File: config.mk
export PLATFORM = sky130hd
export DESIGN_NAME = key422_mux
export DESIGN_NICKNAME = d
export VERILOG_FILES = /design/src/rtl/key422_pkg.sv /design/src/rtl/key422_pairer.sv /design/src/rtl/key422_trs.sv /design/src/rtl/key422_serializer.sv /design/src/rtl/key422_parallel.sv /design/src/rtl/key422_mux.sv
export SDC_FILE = /design/constraint.sdc
export NUM_CORES = 1
export LEC_CHECK = 0
export ABC_CLOCK_PERIOD_IN_PS = 2400
export BUFFER_PORTS_ARGS = -buffer_cell sky130_fd_sc_hd__buf_2
export CORE_ASPECT_RATIO = 2
export CORE_MARGIN = 2
export CORE_UTILIZATION = 56
export CTS_CLUSTER_DIAMETER = 40
export DETAILED_ROUTE_END_ITERATION = 10
export PLACE_DENSITY = 0.78
export SYNTH_ARGS = -nofsm -noshare
export SYNTH_HDL_FRONTEND = slang
export SYNTH_SLANG_ARGS = --single-unit
File: constraint.sdc
create_clock -name clk -period 2.4 [get_ports clk]
set_clock_uncertainty 0.15 [all_clocks]
set_input_delay 0.12 -clock clk [delete_from_list [all_inputs] [get_ports clk]]
set_output_delay 0.12 -clock clk [all_outputs]
set_load 0.02 [all_outputs]
File: src/rtl/key422_pkg.sv
package key422_pkg;

  // words emitted per pixel pair or per timing reference
  localparam int GROUP_WORDS = 4;

  // status word of a timing reference, 10-bit form
  function automatic logic [9:0] status_word10(input logic f, input logic v, input logic h);
    return {1'b1, f, v, h, v ^ h, f ^ h, f ^ v, f ^ v ^ h, 2'b00};
  endfunction

endpackage

File: src/rtl/key422_pairer.sv
module key422_pairer #(
  parameter int DATA_W = 10
) (
  input  logic                               clk,
  input  logic                               rst,
  input  logic                               enable,
  input  logic                               src422,
  input  logic                               narrow,
  input  logic                               line_active,
  input  logic                               in_valid,
  input  logic [DATA_W-1:0]                  in_y,
  input  logic [DATA_W-1:0]                  in_cb,
  input  logic [DATA_W-1:0]                  in_cr,
  input  logic [DATA_W-1:0]                  in_key,
  output logic                               pair_load,
  output logic [key422_pkg::GROUP_WORDS*DATA_W-1:0] pair_main,
  output logic [key422_pkg::GROUP_WORDS*DATA_W-1:0] pair_key
);
  localparam int NARROW_W = DATA_W - 2;
  localparam logic [DATA_W-1:0] NARROW_MASK  = {2'b00, {NARROW_W{1'b1}}};
  localparam logic [DATA_W-1:0] BLANK_WIDE   = {1'b1, {(DATA_W-1){1'b0}}};
  localparam logic [DATA_W-1:0] BLANK_NARROW = {3'b001, {(DATA_W-3){1'b0}}};

  logic              odd_phase;
  logic [DATA_W-1:0] ev_y, ev_cb, ev_cr, ev_key;
  logic [DATA_W-1:0] y_m, cb_m, cr_m, k_m, blank, cr_sel;

  // narrow mode keeps only the low bits of each channel
  always_comb begin
    y_m   = narrow ? (in_y   & NARROW_MASK) : in_y;
    cb_m  = narrow ? (in_cb  & NARROW_MASK) : in_cb;
    cr_m  = narrow ? (in_cr  & NARROW_MASK) : in_cr;
    k_m   = narrow ? (in_key & NARROW_MASK) : in_key;
    blank = narrow ? BLANK_NARROW : BLANK_WIDE;
  end

  assign pair_load = enable & line_active & in_valid & odd_phase;

  always_ff @(posedge clk) begin
    if (rst) begin
      odd_phase <= 1'b0;
      ev_y      <= '0;
      ev_cb     <= '0;
      ev_cr     <= '0;
      ev_key    <= '0;
    end else if (!line_active || !enable) begin
      odd_phase <= 1'b0;        // an unpaired last pixel is dropped here
    end else if (in_valid) begin
      odd_phase <= ~odd_phase;
      if (!odd_phase) begin
        ev_y   <= y_m;
        ev_cb  <= cb_m;
        ev_cr  <= cr_m;
        ev_key <= k_m;
      end
    end
  end

  assign cr_sel = src422 ? cr_m : ev_cr;

  // word 0 sits in the low bits and leaves first
  assign pair_main = {y_m, cr_sel, ev_y, ev_cb};
  assign pair_key  = {k_m, blank, ev_key, blank};


  in_spacing_chk: assert property (@(posedge clk) disable iff (rst)
    (enable && line_active && in_valid) |=> !in_valid);

endmodule

File: src/rtl/key422_trs.sv
module key422_trs #(
  parameter int DATA_W = 10
) (
  input  logic                               clk,
  input  logic                               rst,
  input  logic                               enable,
  input  logic                               trs_en,
  input  logic                               narrow,
  input  logic                               line_active,
  input  logic                               fld_f,
  input  logic                               vbl_v,
  output logic                               trs_load,
  output logic [key422_pkg::GROUP_WORDS*DATA_W-1:0] trs_words
);
  localparam int NARROW_W = DATA_W - 2;
  localparam logic [DATA_W-1:0] NARROW_MASK = {2'b00, {NARROW_W{1'b1}}};

  logic              la_q;
  logic [9:0]        stat10;
  logic [DATA_W-1:0] stat_full, stat_word, ones_word;

  always_ff @(posedge clk) begin
    if (rst) la_q <= 1'b0;
    else     la_q <= line_active;
  end

  assign trs_load  = enable & trs_en & (line_active ^ la_q);
  assign stat10    = key422_pkg::status_word10(fld_f, vbl_v, ~line_active);
  assign stat_full = DATA_W'(stat10) << (DATA_W - 10);
  assign stat_word = narrow ? (stat_full >> 2) : stat_full;
  assign ones_word = narrow ? NARROW_MASK : {DATA_W{1'b1}};
  assign trs_words = {stat_word, {DATA_W{1'b0}}, {DATA_W{1'b0}}, ones_word};


  trs_spacing_chk: assert property (@(posedge clk) disable iff (rst)
    trs_load |=> !trs_load);

endmodule

File: src/rtl/key422_serializer.sv
module key422_serializer #(
  parameter int DATA_W = 10
) (
  input  logic                               clk,
  input  logic                               rst,
  input  logic                               load,
  input  logic [key422_pkg::GROUP_WORDS*DATA_W-1:0] load_main,
  input  logic [key422_pkg::GROUP_WORDS*DATA_W-1:0] load_key,
  output logic                               out_valid,
  output logic [DATA_W-1:0]                  out_main,
  output logic [DATA_W-1:0]                  out_key
);
  localparam int GROUP = key422_pkg::GROUP_WORDS;
  localparam int CNT_W = $clog2(GROUP + 1);

  logic [GROUP*DATA_W-1:0] sh_m, sh_k;
  logic [CNT_W-1:0]        cnt;

  always_ff @(posedge clk) begin
    if (rst) begin
      cnt       <= '0;
      sh_m      <= '0;
      sh_k      <= '0;
      out_valid <= 1'b0;
      out_main  <= '0;
      out_key   <= '0;
    end else begin
      if (cnt != '0) begin
        out_valid <= 1'b1;
        out_main  <= sh_m[DATA_W-1:0];
        out_key   <= sh_k[DATA_W-1:0];
        sh_m      <= sh_m >> DATA_W;
        sh_k      <= sh_k >> DATA_W;
        cnt       <= cnt - CNT_W'(1);
      end else begin
        out_valid <= 1'b0;
      end
      // a new group may load while the last word of the old one leaves
      if (load) begin
        sh_m <= load_main;
        sh_k <= load_key;
        cnt  <= CNT_W'(GROUP);
      end
    end
  end


  no_overflow_chk: assert property (@(posedge clk) disable iff (rst)
    load |-> (cnt <= CNT_W'(1)));

endmodule

File: src/rtl/key422_parallel.sv
module key422_parallel #(
  parameter int DATA_W = 10
) (
  input  logic              clk,
  input  logic              rst,
  input  logic              active,
  input  logic              in_valid,
  input  logic [DATA_W-1:0] in_y,
  input  logic [DATA_W-1:0] in_cb,
  input  logic [DATA_W-1:0] in_cr,
  input  logic [DATA_W-1:0] in_key,
  output logic              par_valid,
  output logic [DATA_W-1:0] par_y,
  output logic [DATA_W-1:0] par_cb,
  output logic [DATA_W-1:0] par_cr,
  output logic [DATA_W-1:0] par_key
);
  always_ff @(posedge clk) begin
    if (rst) begin
      par_valid <= 1'b0;
      par_y     <= '0;
      par_cb    <= '0;
      par_cr    <= '0;
      par_key   <= '0;
    end else begin
      par_valid <= active & in_valid;
      if (active && in_valid) begin
        par_y   <= in_y;
        par_cb  <= in_cb;
        par_cr  <= in_cr;
        par_key <= in_key;
      end
    end
  end
endmodule

File: src/rtl/key422_mux.sv
module key422_mux #(
  parameter int DATA_W = 10
) (
  input  logic              clk,
  input  logic              rst,
  input  logic              cfg_muxed,
  input  logic              cfg_reduced,
  input  logic              cfg_src422,
  input  logic              cfg_8bit,
  input  logic              cfg_trs_en,
  input  logic              fld_f,
  input  logic              vbl_v,
  input  logic              line_active,
  input  logic              in_valid,
  input  logic [DATA_W-1:0] in_y,
  input  logic [DATA_W-1:0] in_cb,
  input  logic [DATA_W-1:0] in_cr,
  input  logic [DATA_W-1:0] in_key,
  output logic              mux_valid,
  output logic [DATA_W-1:0] mux_main,
  output logic [DATA_W-1:0] mux_key,
  output logic              par_valid,
  output logic [DATA_W-1:0] par_y,
  output logic [DATA_W-1:0] par_cb,
  output logic [DATA_W-1:0] par_cr,
  output logic [DATA_W-1:0] par_key
);
  localparam int GW = key422_pkg::GROUP_WORDS * DATA_W;

  logic          mux_en;
  logic          pair_load, trs_load, grp_load;
  logic [GW-1:0] pair_main, pair_key, trs_words, grp_main, grp_key;

  // serial mode only at a reduced unsigned word width
  assign mux_en = cfg_muxed & cfg_reduced;

  key422_pairer #(.DATA_W(DATA_W)) u_pair (
    .clk(clk), .rst(rst), .enable(mux_en), .src422(cfg_src422), .narrow(cfg_8bit),
    .line_active(line_active), .in_valid(in_valid),
    .in_y(in_y), .in_cb(in_cb), .in_cr(in_cr), .in_key(in_key),
    .pair_load(pair_load), .pair_main(pair_main), .pair_key(pair_key));

  key422_trs #(.DATA_W(DATA_W)) u_trs (
    .clk(clk), .rst(rst), .enable(mux_en), .trs_en(cfg_trs_en), .narrow(cfg_8bit),
    .line_active(line_active), .fld_f(fld_f), .vbl_v(vbl_v),
    .trs_load(trs_load), .trs_words(trs_words));

  assign grp_load = pair_load | trs_load;
  assign grp_main = trs_load ? trs_words : pair_main;
  assign grp_key  = trs_load ? trs_words : pair_key;

  key422_serializer #(.DATA_W(DATA_W)) u_ser (
    .clk(clk), .rst(rst), .load(grp_load), .load_main(grp_main), .load_key(grp_key),
    .out_valid(mux_valid), .out_main(mux_main), .out_key(mux_key));

  key422_parallel #(.DATA_W(DATA_W)) u_par (
    .clk(clk), .rst(rst), .active(~mux_en), .in_valid(in_valid),
    .in_y(in_y), .in_cb(in_cb), .in_cr(in_cr), .in_key(in_key),
    .par_valid(par_valid), .par_y(par_y), .par_cb(par_cb), .par_cr(par_cr), .par_key(par_key));


  no_collision_chk: assert property (@(posedge clk) disable iff (rst)
    !(pair_load && trs_load));


  par_exclusive_chk: assert property (@(posedge clk) disable iff (rst)
    !(mux_valid && par_valid));


  mux_gate_chk: assert property (@(posedge clk) disable iff (rst)
    $rose(mux_valid) |-> $past(mux_en));


  par_src_chk: assert property (@(posedge clk) disable iff (rst)
    par_valid |-> $past(in_valid && !mux_en));

endmodule

## After elaboration in Yosys (flattened, before gate mapping)

Cells that the tools add are included.

- Register bits after elaboration: 187
- Bits in latches: 0
- Memory bits (writable): 0
- Memory bits (read-only): 0
- Input bits: 51
- Memories: 0

- Add/sub/neg operators: 1
- Multiply operators: 0
- Divide/modulo/power cells: 0
- Order comparisons: 0
- Equality and inequality tests: 0
- Shift-type cells: 0
- Multiplexer cells: 17
- Bitwise operators: 17
- Reductions and logical operators: 9

Operator list:

| operator | number |
|---|---|
| 40-bit 2-to-1 mux | 6 |
| 10-bit 2-to-1 mux | 8 |
| 1-bit AND | 7 |
| 3-bit 2-to-1 mux | 2 |
| 1-bit XOR | 5 |
| 1-bit inverter | 4 |
| 2-bit OR reduction | 2 |
| 3-bit AND reduction | 1 |
| 3-bit nonzero test | 1 |
| 3-bit by 1-bit subtractor with 3-bit output (second input constant) | 1 |
| 1-bit logical NOT | 2 |
| 2-bit nonzero test | 1 |
| 1-bit logical AND | 1 |
| 1-bit logical OR | 1 |
| 1-bit 2-to-1 mux | 1 |
| 1-bit bitwise OR | 1 |

## Longest topological paths before layout

- Depth after elaboration: 6
- Depth in mapped cells: 9
- Depth with buffers taken out: 7

## Hierarchy

From an unflattened synthesis, not the netlist that was laid out.

- Cells, all modules: 1,009
- Area, all modules: 10,541.4 sq um

By module, submodules not included:

| module | instances | cells an instance | area each (sq um) |
|---|---|---|---|
| key422_serializer | 1 | 440 | 4,435.5 |
| key422_pairer | 1 | 236 | 2,341.0 |
| key422_parallel | 1 | 186 | 1,963.1 |
| key422_mux | 1 | 92 | 1,385.1 |
| key422_trs | 1 | 55 | 416.6 |

## Worst setup path before layout

OpenSTA, ideal clock, no wires.

- Path type: reg-to-reg
- Start point: reg u_ser.cnt[0]
- End point: reg u_ser.sh_m[20]
- Library setup time: 0.119 ns
- Arrival: 1.595 ns
- Data required time: 2.131 ns
- Setup slack: 0.536 ns
- Stages on the path, launching flop included: 9
- Buffers on the path: 2
- Period minus slack after synthesis: 1.864 ns
- Path through: dfxtp_1 > inv_1 > ha_1 > ha_1 > buf_2 > inv_1 > o21ai_2 > buf_2 > o221a_2

- Longest elaborated chain between the ends: 2

RTL lines:

| item | RTL line | text |
|---|---|---|
| from (decl) | key422_serializer.sv:17 | `logic [CNT_W-1:0] cnt;` |
| from (signal assigned) | key422_serializer.sv:34 | `cnt <= cnt - CNT_W'(1);` |
| from (signal assigned) | key422_serializer.sv:42 | `cnt <= CNT_W'(GROUP);` |
| 3-bit nonzero test | key422_serializer.sv:28 | `if (cnt != '0) begin` |
| 2-bit nonzero test (no source line) | n/a |  |
| to (signal assigned) | key422_serializer.sv:32 | `sh_m <= sh_m >> DATA_W;` |
| to (signal assigned) | key422_serializer.sv:40 | `sh_m <= load_main;` |
| to (decl) | key422_serializer.sv:16 | `logic [GROUP*DATA_W-1:0] sh_m, sh_k;` |

No other way between the ends.
A chain may end at the register's enable or synchronous reset.

## Worst setup path in the final report

- Start point: in cfg_reduced
- End point: reg u_par.par_cb[1]

- Longest elaborated chain between the ends: 3

RTL lines:

| item | RTL line | text |
|---|---|---|
| from (decl) | key422_mux.sv:7 | `input logic cfg_reduced,` |
| 1-bit AND | key422_mux.sv:35 | `assign mux_en = cfg_muxed & cfg_reduced;` |
| 1-bit inverter | key422_mux.sv:57 | `.clk(clk), .rst(rst), .active(~mux_en), .in_valid(in_valid),` |
| 1-bit logical AND | key422_parallel.sv:27 | `if (active && in_valid) begin` |
| to (signal assigned) | key422_parallel.sv:29 | `par_cb <= in_cb;` |
| to (decl) | key422_parallel.sv:14 | `output logic [DATA_W-1:0] par_cb,` |

No other way between the ends.

==> flow_metrics.tcl <==
set metrics [dict create \
    synthTopCellsByArea "dfxtp_1 (51%), nand2_1 (9.3%), a21oi_1 (7.7%), mux2i_1 (6.8%), nor2_1 (4.4%)" \
    setup_viol 0 \
    slew_headroom_pct 42.03 \
    routed_via_density 5.747 \
    syn_area_per_cell_um2 8.730 \
    hpwl_mm 12.70 \
    synthTopCellsByCount "dfxtp_1 (187), nand2_1 (182), a21oi_1 (113)" \
    fp-row-count 59 \
    final_cell_area_um2 9092 \
    root_buffer "clkbuf_16" \
    synth_fp_nets 898 \
    vdd_drop_max_mv 0.6510 \
    syn-cell-area_um2 7368 \
    grt_pass1_vias 6528 \
    yosysTopAreaCellShare_pct 50.81 \
    clock_path_buffers 2 \
    criticalPathCategory "in -> reg" \
    p_int_mw 5.805 \
    setup_ws_ns 0.2540 \
    cpMaxStageDelayCell "dlygate4sd3_1" \
    placed_cell_area_um2 8006 \
    drt_iter0_markers 382 \
    worst-path-buf-inv 4 \
    cp.arrival_ns 2.38 \
    yosysMostFrequentCell "dfxtp_1" \
    p_leak_nw 3.859 \
    required_ns 2.63 \
    layout_min_cycle_time_ns 2.146 \
    finalPower_mw 8.464 \
    crit_chain "dlygate4sd3_1 > buf_2 > nand2_1 > and2_1 > buf_4 > nand2_1 > a21oi_1 > dlygate4sd3_1" \
    post_drt_wl_per_cell_um 17.08 \
    cts_sinks 187 \
    p_sw_share_pct 31.41 \
    crit_family "buffers and inverters" \
    seq_power_share_pct 44.7 \
    slowest_delay_ns 0.56 \
    grt_max_degree 62 \
    io_pins 113 \
    ys_seq_area_share_pct 50.81 \
    drt_wl_total_mm 19.58 \
    rsz0062_at_grt "false" \
    post-route-period-util_pct 89.42 \
    fillCellCount 959 \
    synthFlopType "dfxtp_1" \
    track_usage_pct 27.68 \
    dr.pass1.iters 5 \
    gp_congestion 0.8950 \
    power.share.clock_pct 32.1 \
    clk_latency_ns 0.43 \
    synth_cells 844 \
    fin_tns_setup_ns 0 \
    post-place-ws_ns 0.2237 \
    status "finished clean" \
    tightestPinTransition_ns 0.8662 \
    portBuffers 112 \
    ant_nets 0 \
    grt_pass1_wl_mm 31.55 \
    grt-ovfl-total 0 \
    initial_utilization_pct 57.04 \
    synthArstFlopShare_pct 0 \
    worstHoldPathType "in -> reg" \
    layout.nets 1035 \
    report.final.hold_viol_count 0 \
    area_delta_synth_final_pct 23.40 \
    share_comb_of_total_power_pct 23.2 \
    antennaDiodeCount 0 \
    cts_tree "done" \
    antenna_found_initial 0 \
    cts_buffers 17 \
    dieArea_um2 14150 \
    register_area_um2 3744 \
    htreeDepth 4 \
    ys_seq_elements 187 \
    p_switching_mw 2.659 \
    num_vias 6586 \
    critPathMaxFanout 33 \
    cp-start-kind "input pin" \
    dieWidth_um 85.11 \
    multiInputGateArea_um2 3293 \
    endpoint_kind "flop" \
    cts.reportedPaths.clkPinSlew_ns 0.07 \
    timing.final.max_slew_violations 0 \
    drv_cap 0 \
    power.density_nw_per_um2 930.9 \
    die_h_um 166.2 \
    yosysUniqueCellTypes 48 \
    synth_edf_count 0 \
    core_area_um2 12920 \
    yosys_warnings 0 \
    fmax_mhz 466.0 \
    synth_top_cell_by_area "dfxtp_1" \
    drc 0 \
    drive_above_1_share_pct 19.72 \
]
## metrics by stage
| stage | utilization [%] | hold WS (ns) | std cells |
|---|---|---|---|
| floorplan | - | 0.1060 | 844 |
| global placement | 61.98 | 0.2218 | 1064 |
| detailed placement | 61.98 | 0.2274 | 1064 |
| CTS | 70.32 | 0.05981 | 1146 |
| global route | 70.38 | 0.08114 | 1146 |
| finish | 70.38 | 0.07996 | 1146 |
## cells in the final DEF, fill, tap and decap left out, drive strengths merged, types with 3 or more instances in the layout
cell type and n:
nand2 183, mux2 8, a31oi 15, clkinv 4, inv 13, nor2 87
dfxtp 187, ha 3, buf 135, o221ai 21, o21ai 26, mux2i 50
a21oi 113, xnor2 4, clkbuf 19, nor3 3, dlygate4sd3 50, nor2b 8
clkinvlp 3, o221a 8, nand3 10, o2bb2ai 4, xor2 5, and3 8
a211oi 7
## per-layer routing
layer,wire (µm),vias up,track usage [%]
met3,1038,72,4.970
met5,0,-,0
met1,7496,3089,30.94
met4,920,0,14.91
met2,10120,252,48.61
li1,-,3173,-
## flip-flops by register name (all words and copies together) (netlist names)
name,count
u_ser.sh_m,40
u_ser.sh_k,40
u_ser.out_key,10
u_pair.ev_y,10
u_trs.la_q,1
u_pair.ev_cb,10
u_pair.ev_key,10
u_par.par_y,10
u_ser.out_valid,1
u_par.par_cb,10
u_ser.out_main,10
u_ser.cnt,3
u_pair.odd_phase,1
u_par.par_cr,10
u_par.par_valid,1
u_pair.ev_cr,10
u_par.par_key,10
## path summary, 6_finish.rpt
path                        start         endpoint  slack (ns)  depth (start not counted)
hold / removal              vbl_v   u_ser.sh_k[30]        0.08                          4
setup reg to reg     u_ser.cnt[0]   u_ser.sh_m[36]        0.29                          7
setup / recovery      cfg_reduced  u_par.par_cb[1]        0.25                          8
hold reg to reg   u_pair.ev_cb[9]  u_pair.ev_cb[9]        0.30                          2
## power groups by stage
stage	registers, mW	logic, mW	clock network, mW
floorplan	3.87	1.33	0
global placement	3.83	1.83	0
detailed placement	3.84	1.87	0
CTS	3.77	1.95	2.75
global route	3.82	2.14	2.87
finish	3.78	1.96	2.72
## repair_timing
item,4_1_cts,5_1_grt
hold buffers,50,0
endpoints found under the hold margin,116,0
resized for setup,0,1
endpoints found under the setup margin,0,20
setup buffers,0,0
## worst min-delay path: cells and delay by family
family	cells	cell delay, ns
XOR/XNOR	1	0.08
AO/OA/AOI/OAI	1	0.10
buffers and inverters	1	0.17
AND/OR/NAND/NOR	1	0.13
## kinds of logic (layout without fill, tap and decap cells)
group / count (synthesis) / in the layout / synth area share [%]
buffers and inverters: 74 / 224 / 4.772
adders and majority gates: 3 / 3 / 0.5095
DFF: 187 / 187 / 50.81
muxes: 58 / 58 / 8.015
and+or+nand+nor: 307 / 307 / 17.20
xor gates and xnor gates: 9 / 9 / 1.274
AOI/OAI and AO/OA: 206 / 206 / 17.42
## final cells by class
type	count	area share [%]
repair buffers	185	13.87
clock inverters	13	1.376
flip-flops and latches	187	41.17
inverters	7	0.2890
well taps	152	2.092
multi-input cells	583	36.22
clock buffers	19	4.981
Note: power is estimated with default switching activity, not from simulation.
